**src/rtl/cqs_pkg.sv**
```systemverilog
package cqs_pkg;
  localparam int unsigned CQS_ENGINES     = 8;
  localparam int unsigned CQS_SLOTS       = 8;
  localparam int unsigned CQS_BUF_DEPTH   = 16;
  localparam int unsigned CQS_PRIO_W      = 2;
  localparam int unsigned CQS_DESC_W      = 16;
endpackage

```
**src/rtl/cqs_pend_buf.sv**
```systemverilog
// Age-ordered pending buffer: entry 0 is the oldest. The pick logic selects
// the most urgent entry, lowest index (oldest) on ties; removal compacts.
module cqs_pend_buf #(
  parameter int unsigned DEPTH  = 16,
  parameter int unsigned PRIO_W = 2,
  parameter int unsigned DESC_W = 16,
  localparam int unsigned CNT_W = $clog2(DEPTH + 1),
  localparam int unsigned PTR_W = (DEPTH > 1) ? $clog2(DEPTH) : 1
) (
  input  logic              clk,
  input  logic              rst,
  input  logic              push_en,
  input  logic [PRIO_W-1:0] push_prio,
  input  logic [DESC_W-1:0] push_desc,
  input  logic              pop_en,
  output logic [DESC_W-1:0] pick_desc,
  output logic              not_empty,
  output logic              full,
  output logic [CNT_W-1:0]  count
);
  logic [PRIO_W-1:0] prio_q [DEPTH];
  logic [DESC_W-1:0] desc_q [DEPTH];
  logic [CNT_W-1:0]  cnt_q;
  logic [PTR_W-1:0]  pick_idx;
  logic [PRIO_W-1:0] pick_prio;
  logic              pick_found;
  logic              push_acc;
  logic              pop_act;
  logic [CNT_W-1:0]  wr_pos;

  assign full      = (cnt_q == CNT_W'(DEPTH));
  assign not_empty = (cnt_q != '0);
  assign count     = cnt_q;
  assign push_acc  = push_en && !full;
  assign pop_act   = pop_en && not_empty;
  assign wr_pos    = cnt_q - (pop_act ? CNT_W'(1) : CNT_W'(0));

  always_comb begin
    pick_found = 1'b0;
    pick_idx   = '0;
    pick_prio  = '0;
    for (int i = 0; i < DEPTH; i++) begin
      if (CNT_W'(i) < cnt_q) begin
        if (!pick_found || (prio_q[i] > pick_prio)) begin
          pick_found = 1'b1;
          pick_idx   = PTR_W'(i);
          pick_prio  = prio_q[i];
        end
      end
    end
  end

  assign pick_desc = desc_q[pick_idx];

  for (genvar g = 0; g < DEPTH; g++) begin : g_entry
    logic shift_in;
    assign shift_in = pop_act && (PTR_W'(g) >= pick_idx);
    always_ff @(posedge clk) begin
      if (push_acc && (CNT_W'(g) == wr_pos)) begin
        prio_q[g] <= push_prio;
        desc_q[g] <= push_desc;
      end else if (shift_in) begin
        if (g < DEPTH - 1) begin
          prio_q[g] <= prio_q[(g < DEPTH - 1) ? g + 1 : g];
          desc_q[g] <= desc_q[(g < DEPTH - 1) ? g + 1 : g];
        end
      end
    end
  end

  always_ff @(posedge clk) begin
    if (rst) begin
      cnt_q <= '0;
    end else begin
      cnt_q <= cnt_q + (push_acc ? CNT_W'(1) : CNT_W'(0))
                     - (pop_act  ? CNT_W'(1) : CNT_W'(0));
    end
  end
endmodule

```
**src/rtl/cqs_slot_map.sv**
```systemverilog
// Occupancy of all slots, flat index {engine, slot}. A release in the current
// cycle counts as free for the search; a take wins over a release.
module cqs_slot_map #(
  parameter int unsigned NUM_SLOTS = 64,
  localparam int unsigned IDX_W = $clog2(NUM_SLOTS)
) (
  input  logic                 clk,
  input  logic                 rst,
  input  logic                 rel_en,
  input  logic [IDX_W-1:0]     rel_idx,
  input  logic                 take_en,
  input  logic [IDX_W-1:0]     take_idx,
  output logic [NUM_SLOTS-1:0] occ,
  output logic                 free_any,
  output logic [IDX_W-1:0]     free_idx
);
  logic [NUM_SLOTS-1:0] occ_q;
  logic [NUM_SLOTS-1:0] rel_mask;
  logic [NUM_SLOTS-1:0] take_mask;
  logic [NUM_SLOTS-1:0] avail;

  assign rel_mask  = rel_en  ? (NUM_SLOTS'(1) << rel_idx)  : '0;
  assign take_mask = take_en ? (NUM_SLOTS'(1) << take_idx) : '0;
  assign avail     = ~occ_q | rel_mask;
  assign occ       = occ_q;

  always_comb begin
    free_any = 1'b0;
    free_idx = '0;
    for (int i = NUM_SLOTS - 1; i >= 0; i--) begin
      if (avail[i]) begin
        free_any = 1'b1;
        free_idx = IDX_W'(i);
      end
    end
  end

  always_ff @(posedge clk) begin
    if (rst) occ_q <= '0;
    else     occ_q <= (occ_q & ~rel_mask) | take_mask;
  end
endmodule

```
**src/rtl/cq_assign_sched.sv**
```systemverilog
module cq_assign_sched #(
  parameter int unsigned NUM_ENG   = cqs_pkg::CQS_ENGINES,
  parameter int unsigned SLOTS     = cqs_pkg::CQS_SLOTS,
  parameter int unsigned BUF_DEPTH = cqs_pkg::CQS_BUF_DEPTH,
  parameter int unsigned PRIO_W    = cqs_pkg::CQS_PRIO_W,
  parameter int unsigned DESC_W    = cqs_pkg::CQS_DESC_W,
  localparam int unsigned ENG_W    = $clog2(NUM_ENG),
  localparam int unsigned SLOT_W   = $clog2(SLOTS),
  localparam int unsigned TOTAL    = NUM_ENG * SLOTS,
  localparam int unsigned IDX_W    = ENG_W + SLOT_W,
  localparam int unsigned CNT_W    = $clog2(BUF_DEPTH + 1)
) (
  input  logic              clk,
  input  logic              rst,
  input  logic              push_valid,
  input  logic [PRIO_W-1:0] push_prio,
  input  logic [DESC_W-1:0] push_desc,
  output logic              push_full,
  input  logic              rel_valid,
  input  logic [ENG_W-1:0]  rel_eng,
  input  logic [SLOT_W-1:0] rel_slot,
  output logic              asg_valid,
  output logic [ENG_W-1:0]  asg_eng,
  output logic [SLOT_W-1:0] asg_slot,
  output logic [DESC_W-1:0] asg_desc
);
  logic [DESC_W-1:0] pick_desc;
  logic              buf_has;
  logic [CNT_W-1:0]  buf_cnt;
  logic [TOTAL-1:0]  occ_vec;
  logic              slot_free;
  logic [IDX_W-1:0]  slot_idx;
  logic              take;

  assign take = buf_has && slot_free;

  cqs_pend_buf #(
    .DEPTH(BUF_DEPTH), .PRIO_W(PRIO_W), .DESC_W(DESC_W)
  ) pend_i (
    .clk(clk), .rst(rst),
    .push_en(push_valid), .push_prio(push_prio), .push_desc(push_desc),
    .pop_en(take), .pick_desc(pick_desc), .not_empty(buf_has),
    .full(push_full), .count(buf_cnt)
  );

  cqs_slot_map #(.NUM_SLOTS(TOTAL)) slots_i (
    .clk(clk), .rst(rst),
    .rel_en(rel_valid), .rel_idx({rel_eng, rel_slot}),
    .take_en(take), .take_idx(slot_idx),
    .occ(occ_vec), .free_any(slot_free), .free_idx(slot_idx)
  );

  always_ff @(posedge clk) begin
    if (rst) begin
      asg_valid <= 1'b0;
      asg_eng   <= '0;
      asg_slot  <= '0;
      asg_desc  <= '0;
    end else begin
      asg_valid <= take;
      if (take) begin
        asg_eng  <= slot_idx[IDX_W-1:SLOT_W];
        asg_slot <= slot_idx[SLOT_W-1:0];
        asg_desc <= pick_desc;
      end
    end
  end
endmodule

```
**config.mk**
```make
export PLATFORM = sky130hd
export DESIGN_NAME = cq_assign_sched
export DESIGN_NICKNAME = d
export VERILOG_FILES = /design/src/rtl/cqs_pkg.sv /design/src/rtl/cqs_pend_buf.sv /design/src/rtl/cqs_slot_map.sv /design/src/rtl/cq_assign_sched.sv
export SDC_FILE = /design/constraint.sdc
export NUM_CORES = 1
export LEC_CHECK = 0
export ABC_AREA = 1
export BUFFER_PORTS_ARGS = -buffer_cell sky130_fd_sc_hd__buf_2
export CORE_MARGIN = 3
export CORE_UTILIZATION = 30
export CTS_BUF_LIST = sky130_fd_sc_hd__clkbuf_16
export DETAILED_ROUTE_END_ITERATION = 8
export GPL_TIMING_DRIVEN = 0
export HOLD_SLACK_MARGIN = 0.12
export SETUP_SLACK_MARGIN = 0.3
export SYNTH_ARGS = -nofsm -noshare
export SYNTH_HDL_FRONTEND = slang
export SYNTH_HIERARCHICAL = 1
export SYNTH_SLANG_ARGS = --single-unit
```
**constraint.sdc**
```tcl
create_clock -name clk -period 16.7 [get_ports clk]
set_clock_uncertainty 0.1 [all_clocks]
set_input_delay 3.34 -clock clk [delete_from_list [all_inputs] [get_ports clk]]
set_output_delay 3.34 -clock clk [all_outputs]
set_load 0.01 [all_outputs]
```
==> results of run 1 <==
registers in the layout (all words and copies together) (netlist names):
register and count:
slots_i/occ 64, asg_desc 16, pend_i/desc_q 256, asg_valid 1, asg_slot 3, pend_i/count 5
asg_eng 3, pend_i/prio_q 32
per-layer routing:
layer  share of wire, %  vias up  GRT usage [%]
met5                  0        -              0
met4                3.9        0           7.12
met3                5.8      157           1.98
met2                 49      666           30.8
met1                 42     9450           22.5
li1                   -    10100              -
kinds of logic (layout without fill, tap and decap cells):
logic type                 after synthesis  in the layout  share of synthesized area, %
and+or+nand+nor                       1626           1628                          30.3
buffers and inverters                  572            773                          10.5
DFF                                    380            380                          46.1
AOI/OAI and AO/OA                      368            368                          8.99
adders and majority gates               39             39                          2.18
muxes                                   36             36                          1.78
xor gates and xnor gates                 4              4                         0.154
area by class of cell:
cell class,instances,area (um^2),share of cell area (%)
flip-flops and latches,380,10500,39.0
clock inverters,31,215,0.799
inverters,417,1600,5.95
plain buffers,155,901,3.34
repair buffers,126,895,3.32
multi-input cells,2075,10500,39.0
well taps,969,1210,4.50
clock buffers,44,1100,4.09
repair_timing:
action / in CTS / in global routing
pin swaps: 21 / 73
buffers inserted: 40 / 33
cloned: 2 / 1
gates resized for setup: 95 / 137
endpoints found under the setup margin: 556 / 556
hold buffers: 0 / 0
how the worst max path moves through the flow:
stage                                          to
floorplan           pend_i/desc_q[2][0]$_DFFE_PP_
global route        pend_i/desc_q[0][3]$_DFFE_PP_
CTS                 pend_i/desc_q[5][8]$_DFFE_PP_
global placement    pend_i/desc_q[2][7]$_DFFE_PP_
detailed placement  pend_i/desc_q[8][7]$_DFFE_PP_
finish                   asg_desc[1]$_SDFFE_PP0P_
worst min-delay path: stages, from the launching register on:
cell and delay (ns):
dfxtp_1 0.31, nand2_1 0.09, a21oi_1 0.06
cell usage after synthesis, drive strengths merged (3+ instances only):
master,n
buf,94
ha,38
nand3,292
edfxtp,288
a21boi,4
a21oi,85
a31oi,5
and2,3
clkbuf,61
o21ai,263
nor3,16
nand4,13
nor2,186
mux2,36
dfxtp,92
nand3b,10
nand2,1095
clkinv,5
inv,412
nor4,8
o211ai,5
cell usage in the layout (no fill, tap or decap), types with 5 or more instances in the layout:
cell type	instances
a31oi_1	5
clkbuf_1	44
buf_2	92
nor2_1	164
buf_6	23
clkinv_1	13
nand3_4	9
o21ai_1	58
nand2_2	40
nand3_2	16
buf_4	78
buf_8	5
mux2_2	36
nand3b_1	10
a21oi_1	81
edfxtp_1	288
nor3_1	14
buf_1	16
clkbuf_16	44
ha_4	11
clkbuf_2	16
nor2_4	12
ha_1	27
nor2_2	7
nor4_1	8
nand2_4	25
inv_2	21
nand4_1	13
nand3_1	267
dfxtp_1	88
inv_4	8
inv_1	394
o21ai_0	160
o21ai_2	41
nand2_1	1029
through the flow:
stage | area [um^2] | hold slack (ns) | cells
after floorplan | 22700 | 0.362 | 3025
after global placement | 24200 | 0.383 | 4043
after detailed placement | 24300 | 0.387 | 4046
after CTS | 26200 | 0.396 | 4163
after global routing | 26900 | 0.416 | 4197
final | 26900 | 0.400 | 4197
==> summary.md, run 1 <==
| Metric | Value |
|---|---|
| Number of cells on the critical path | `129` |
| Worst-path cell with the longest stage delay | `clkbuf_2` |
| Final worst slack | `approximately 1.1 ns` |
| Worst Hold Path Cells | `2` |
| Pre-Repair DR Iteration Count | `6` |
| Max-slew headroom | `between 20% and 30%` |
| Reg2Reg Depth | `approximately 130` |
| Clock edge transition at the registers on the reported setup and hold paths | `roughly 0.06 ns` |
| Data arrival, critical path | `between 15 and 20 ns` |
| Reg2Reg Setup Slack | `approximately 1.1 ns` |
| CTS buffer count | `44` |
| Worst Path Buf+Inv | `18` |
| Residual DRC | `0` |
| Hpwl dp | `53900 um` |
| Syn_nets | `3092` |
| Drt wl/cell | `17.1 um` |
| Async SR Flop Fraction | `0%` |
| Via count | `20400` |
| DIE AREA | `79200 um^2` |
| Synth Area per Inst | `7.52 um^2` |
| Worst setup path category | `reg2reg` |
| Min-Delay Path Class | `reg2reg` |
| Synth area leaders | `edfxtp_1 (38%), nand2_1 (18%), dfxtp_1 (8.1%)` |
| Horiz. Die Dim | `281 um` |
| # clock sinks | `380` |
| Ys flop type | `edfxtp_1` |
| Routed Antenna Nets | `0` |
| Layout cells sized above 1 | `16.4%` |
| All-Layer GR Usage | `17.7%` |
| Worst Setup Start Kind | `flip-flop` |
| Global placement routability congestion | `0.960` |
| DP Worst Slack | `-1.95 ns` |
| Grt ovf | `0` |
| Filler cell count | `7784` |
| Tmin final | `about 16 ns` |
| CTS root buf | `clkbuf_16` |
| Ys Warns | `6` |
| Worst hold start | `slots_i/occ[62]$_SDFF_PP0_` |
| CTS tree | `done` |
| Largest net degree at the start of global routing | `19` |
| Total wire length | `~72000 um` |
| CP Max Fanout | `10` |
| Hold worst-path end | `slots_i/occ[62]$_SDFF_PP0_` |
| Max incr delay on CP | `0.49 ns` |
| Most used cell along the critical path | `nand2_1` |
| R2r startpoint | `pend_i/count[3]$_SDFF_PP0_` |
| Status | `completed` |
| Slew Viols, Final | `0` |
| Fmax | `64.1 MHz` |
| Core area | `between 70000 and 80000 um^2` |
| Crit path launch | `pend_i/count[3]$_SDFF_PP0_` |
| Final hold violations | `0` |
| RSZ-0062 raised after global routing | `false` |
| Final setup fails | `0` |
| Period utilisation layout | `93.5%` |
| Syn Inst Count | `3025` |
| Number of global-route vias before repair | `19400` |
| Reg-to-reg critical path endpoint | `asg_desc[1]$_SDFFE_PP0P_` |
| Core Util, Final | `between 30% and 40%` |
| Setup_tns | `0 ns` |
| Mapped Area | `22700 um^2` |
| Ant. Diodes | `0` |
| # H-tree levels | `2` |
| Critical Path Sink Type | `flip-flop` |
| PortBufs | `around 50` |
| Yosys top cell area share | `38.0%` |
| Synth area leader | `edfxtp_1` |
| Initial antenna violation count | `1` |
| First DRT Iteration DRCs | `between 1500 and 2000` |
| Netlist cell types | `50` |
| Worst endpoint required time | `around 17 ns` |
| Nets | `3266` |
| Seq/Total Area, Yosys | `46.1%` |
| Starting Density | `30.4%` |
| Worst-Margin Slew | `1.16 ns` |
| Maximum clock path buffer count | `3` |
| Worst path top cell family by delay | `simple AND/OR/NAND/NOR gates` |
| First-pass GRT wire length | `between 100000 and 150000 um` |
| Drt via density | `4.85` |
| Maxcap violations | `0` |
| Rows | `100` |
| Number of enable flip-flop cells after synthesis | `between 200 and 300` |
| Yosys reg bits | `380` |
| Chip height | `281 um` |
| Worst skew pair latency | `0.59 ns` |
| Area grow syn2layout | `18.4%` |
| Top Ports | `52` |
Power of run 1 is not shown: default switching activity piles up to over one toggle a cycle in this logic, so the estimate is an artifact.
==> run 2: changes to the inputs <==
--- a/config.mk
+++ b/config.mk
@@ -5,7 +5,7 @@
 export SDC_FILE = /design/constraint.sdc
 export NUM_CORES = 1
 export LEC_CHECK = 0
-export ABC_AREA = 1
+export ABC_AREA = 0
 export BUFFER_PORTS_ARGS = -buffer_cell sky130_fd_sc_hd__buf_2
 export CORE_MARGIN = 3
 export CORE_UTILIZATION = 30
@@ -13,6 +13,7 @@
 export DETAILED_ROUTE_END_ITERATION = 8
 export GPL_TIMING_DRIVEN = 0
 export HOLD_SLACK_MARGIN = 0.12
+export REMOVE_ABC_BUFFERS = 1
 export SETUP_SLACK_MARGIN = 0.3
 export SYNTH_ARGS = -nofsm -noshare
 export SYNTH_HDL_FRONTEND = slang
==> summary.md, run 2 <==
| Metric | Value |
|---|---|
| Status | `finished with violations` |
| Failing checks | `negative setup slack` |
| DIE AREA | `75400 um^2` |
| Commonest non-fill, non-tap cells in the layout | `edfxtp_1 (288), mux2_2 (186), nand2_1 (179)` |
| Layer with the highest usage | `met2` |
| Synth area leaders | `edfxtp_1 (40%), mux2_2 (13%), dfxtp_1 (8.5%)` |
| Met3 usage | `2.60%` |
| Final hold violations | `0` |
| Top post-synthesis cells by count | `edfxtp_1 (288), mux2_2 (258), nand2_1 (197)` |
| Drt via density | `5.69` |
| Hold slack | `0.390 ns` |
| Filler cell count | `6327` |
| Via count | `18100` |
| Routed Antenna Nets | `0` |
| Residual DRC | `0` |
| CTS buffer count | `45` |
| Chip height | `275 um` |
| Min-Delay Path Class | `reg2reg` |
| Reg2Reg Depth | `about 110` |
| Met1 global-route usage | `22.2%` |
| Critical Path Sink Type | `flip-flop` |
| Maximum clock path buffer count | `3` |
| Yosys top cell area share | `39.9%` |
| Rows | `97` |
| Mapped Area | `roughly 22000 um^2` |
| Most instantiated library cell after synthesis | `edfxtp_1` |
| Post-CTS Hold Buffers | `0` |
| Nets | `2277` |
| Worst setup path category | `reg2reg` |
| Number of enable flip-flop cells after synthesis | `about 290` |
| Reg-to-reg critical path endpoint | `pend_i/desc_q[1][5]$_DFFE_PP_` |
| Layout cells sized above 1 | `between 40% and 50%` |
| Clock edge transition at the registers on the reported setup and hold paths | `0.06 ns` |
| Hold worst-path end | `slots_i/occ[18]$_SDFF_PP0_` |
| Ys flop type | `edfxtp_1` |
| Tmin final | `18.70 ns` |
| Largest Register | `pend_i/desc_q` |
| Worst Hold Path Cells | `2` |
| Reg2Reg Setup Slack | `-2.00 ns` |
| Synth Area per Inst | `11.2 um^2` |
| CTS root buf | `clkbuf_16` |
| Slew Viols, Final | `0` |
| Max-slew headroom | `under 10%` |
| Worst endpoint required time | `16.95 ns` |
| Worst Path Buf+Inv | `23` |
| Register area | `roughly 11000 um^2` |
| # clock sinks | `380` |
| Netlist cell types | `between 90 and 100` |
| Fmax | `53.5 MHz` |
| DP Cell Count | `roughly 2800` |
| Setup_tns | `-873.44 ns` |
| Number of global-route vias before repair | `17800` |
| Drt wl/cell | `23.8 um` |
| Worst Setup Start Kind | `flip-flop` |
| Max incr delay on CP | `0.36 ns` |
| Worst path top cell family by delay | `compound AO/OA/AOI/OAI gates` |
| Maxcap violations | `0` |
| Worst-path cell with the longest stage delay | `dfxtp_4` |
| Total wire length | `75800 um` |
| PortBufs | `a little over 50` |
| Global placement routability congestion | `approximately 0.9` |
| Pre-Repair DR Iteration Count | `6` |
| Most used cell along the critical path | `buf_6` |
| CTS tree | `done` |
| Data arrival, critical path | `18.95 ns` |
| # H-tree levels | `2` |
| Final worst slack | `-2.00 ns` |
| RSZ-0062 raised after global routing | `true` |
| Horiz. Die Dim | `275 um` |
| Syn Inst Count | `1937` |
| First DRT Iteration DRCs | `1663` |
| Core Util, Final | `41.3%` |
| Cell Count, Final, Fillers Out | `between 3000 and 4000` |
| Hpwl dp | `between 40000 and 50000 um` |
| Seq/Total Area, Yosys | `48.5%` |
| Largest net degree at the start of global routing | `79` |
| Async SR Flop Fraction | `0%` |
| Synth area leader | `edfxtp_1` |
| Area grow syn2layout | `35.1%` |
| Worst-Margin Slew | `1.41 ns` |
| Final setup fails | `556` |
| Met2 usage | `31.2%` |
| Core area | `70800 um^2` |
| Worst hold start | `slots_i/occ[18]$_SDFF_PP0_` |
| Commonest non-fill, non-tap cell in the layout | `edfxtp_1` |
| Grt ovf | `0` |
| All-Layer GR Usage | `18.1%` |
| Yosys reg bits | `380` |
| CP Max Fanout | `5` |
| Period utilisation layout | `112%` |
| Starting Density | `a little under a third` |
| First-pass GRT wire length | `107000 um` |
| Max reg flops | `256` |
| Multi-input gate area | `12200 um^2` |
| Worst skew pair latency | `between 0.6 and 0.7 ns` |
| Initial antenna violation count | `2` |
| Ys Warns | `6` |
| Top Ports | `52` |
| R2r startpoint | `pend_i/count[2]$_SDFF_PP0_` |
-- run 2: worst max path at each step --
stage                               start                        endpoint  slack, ns  depth (start not counted)
5_1_grt        pend_i/count[2]$_SDFF_PP0_   pend_i/desc_q[1][8]$_DFFE_PP_      -2.81                        108
2_1_floorplan  pend_i/count[2]$_SDFF_PP0_   pend_i/desc_q[1][0]$_DFFE_PP_      -4.59                         91
3_5_place_dp   pend_i/count[2]$_SDFF_PP0_  pend_i/desc_q[0][13]$_DFFE_PP_      -6.41                         96
4_1_cts        pend_i/count[2]$_SDFF_PP0_   pend_i/desc_q[1][8]$_DFFE_PP_      -0.97                        108
3_3_place_gp   pend_i/count[2]$_SDFF_PP0_   pend_i/desc_q[1][0]$_DFFE_PP_     -10.73                         93
6_report       pend_i/count[2]$_SDFF_PP0_   pend_i/desc_q[1][5]$_DFFE_PP_      -2.00                        112
-- run 2: tightest hold or removal path, stage by stage, from the launching register on --
cell     delay [ns]
dfxtp_1        0.31
o21ai_0        0.07
a21oi_1        0.06
-- run 2: metrics by stage --
stage | cell area (um^2) | setup WS (ns)
after floorplan | 21000 | -4.59
after global placement | 22500 | -10.73
after detailed placement | 23000 | -6.41
after CTS | 27800 | -0.967
after global routing | 29200 | -2.81
final | 29200 | -2.00
-- run 2: metal layers --
metal,share of wire [%],vias to the layer above
met5,0,-
met3,6.4,284
met4,6.3,0
met1,38,8983
met2,49,919
li1,-,7951
-- run 2: repair_timing --
| action | 4_1_cts | 5_1_grt |
|---|---|---|
| cloned | 18 | 13 |
| endpoints found under the setup margin | 556 | 556 |
| buffers inserted | 173 | 63 |
| pin swaps | 94 | 85 |
| resized for setup | 300 | 145 |
-- run 2: logic make-up after synthesis --
logic type      synth area share [%]
flops                           48.5
buf+inv                         3.91
mux                             18.8
xor+xnor                       0.202
simple gates                    11.1
fa+ha+maj                       2.38
compound gates                  15.1
-- run 2: area by class of cell --
cell class,count,share of cell area [%]
Multi-Input combinational cell,1391,41.6
Sequential cell,380,35.9
Timing Repair Buffer,334,12.7
Tap cell,940,4.02
Clock buffer,46,3.94
Clock inverter,37,1.12
Inverter,58,0.791
Antenna cell,2,0.0171
Power of run 2 is left out for the same reason.
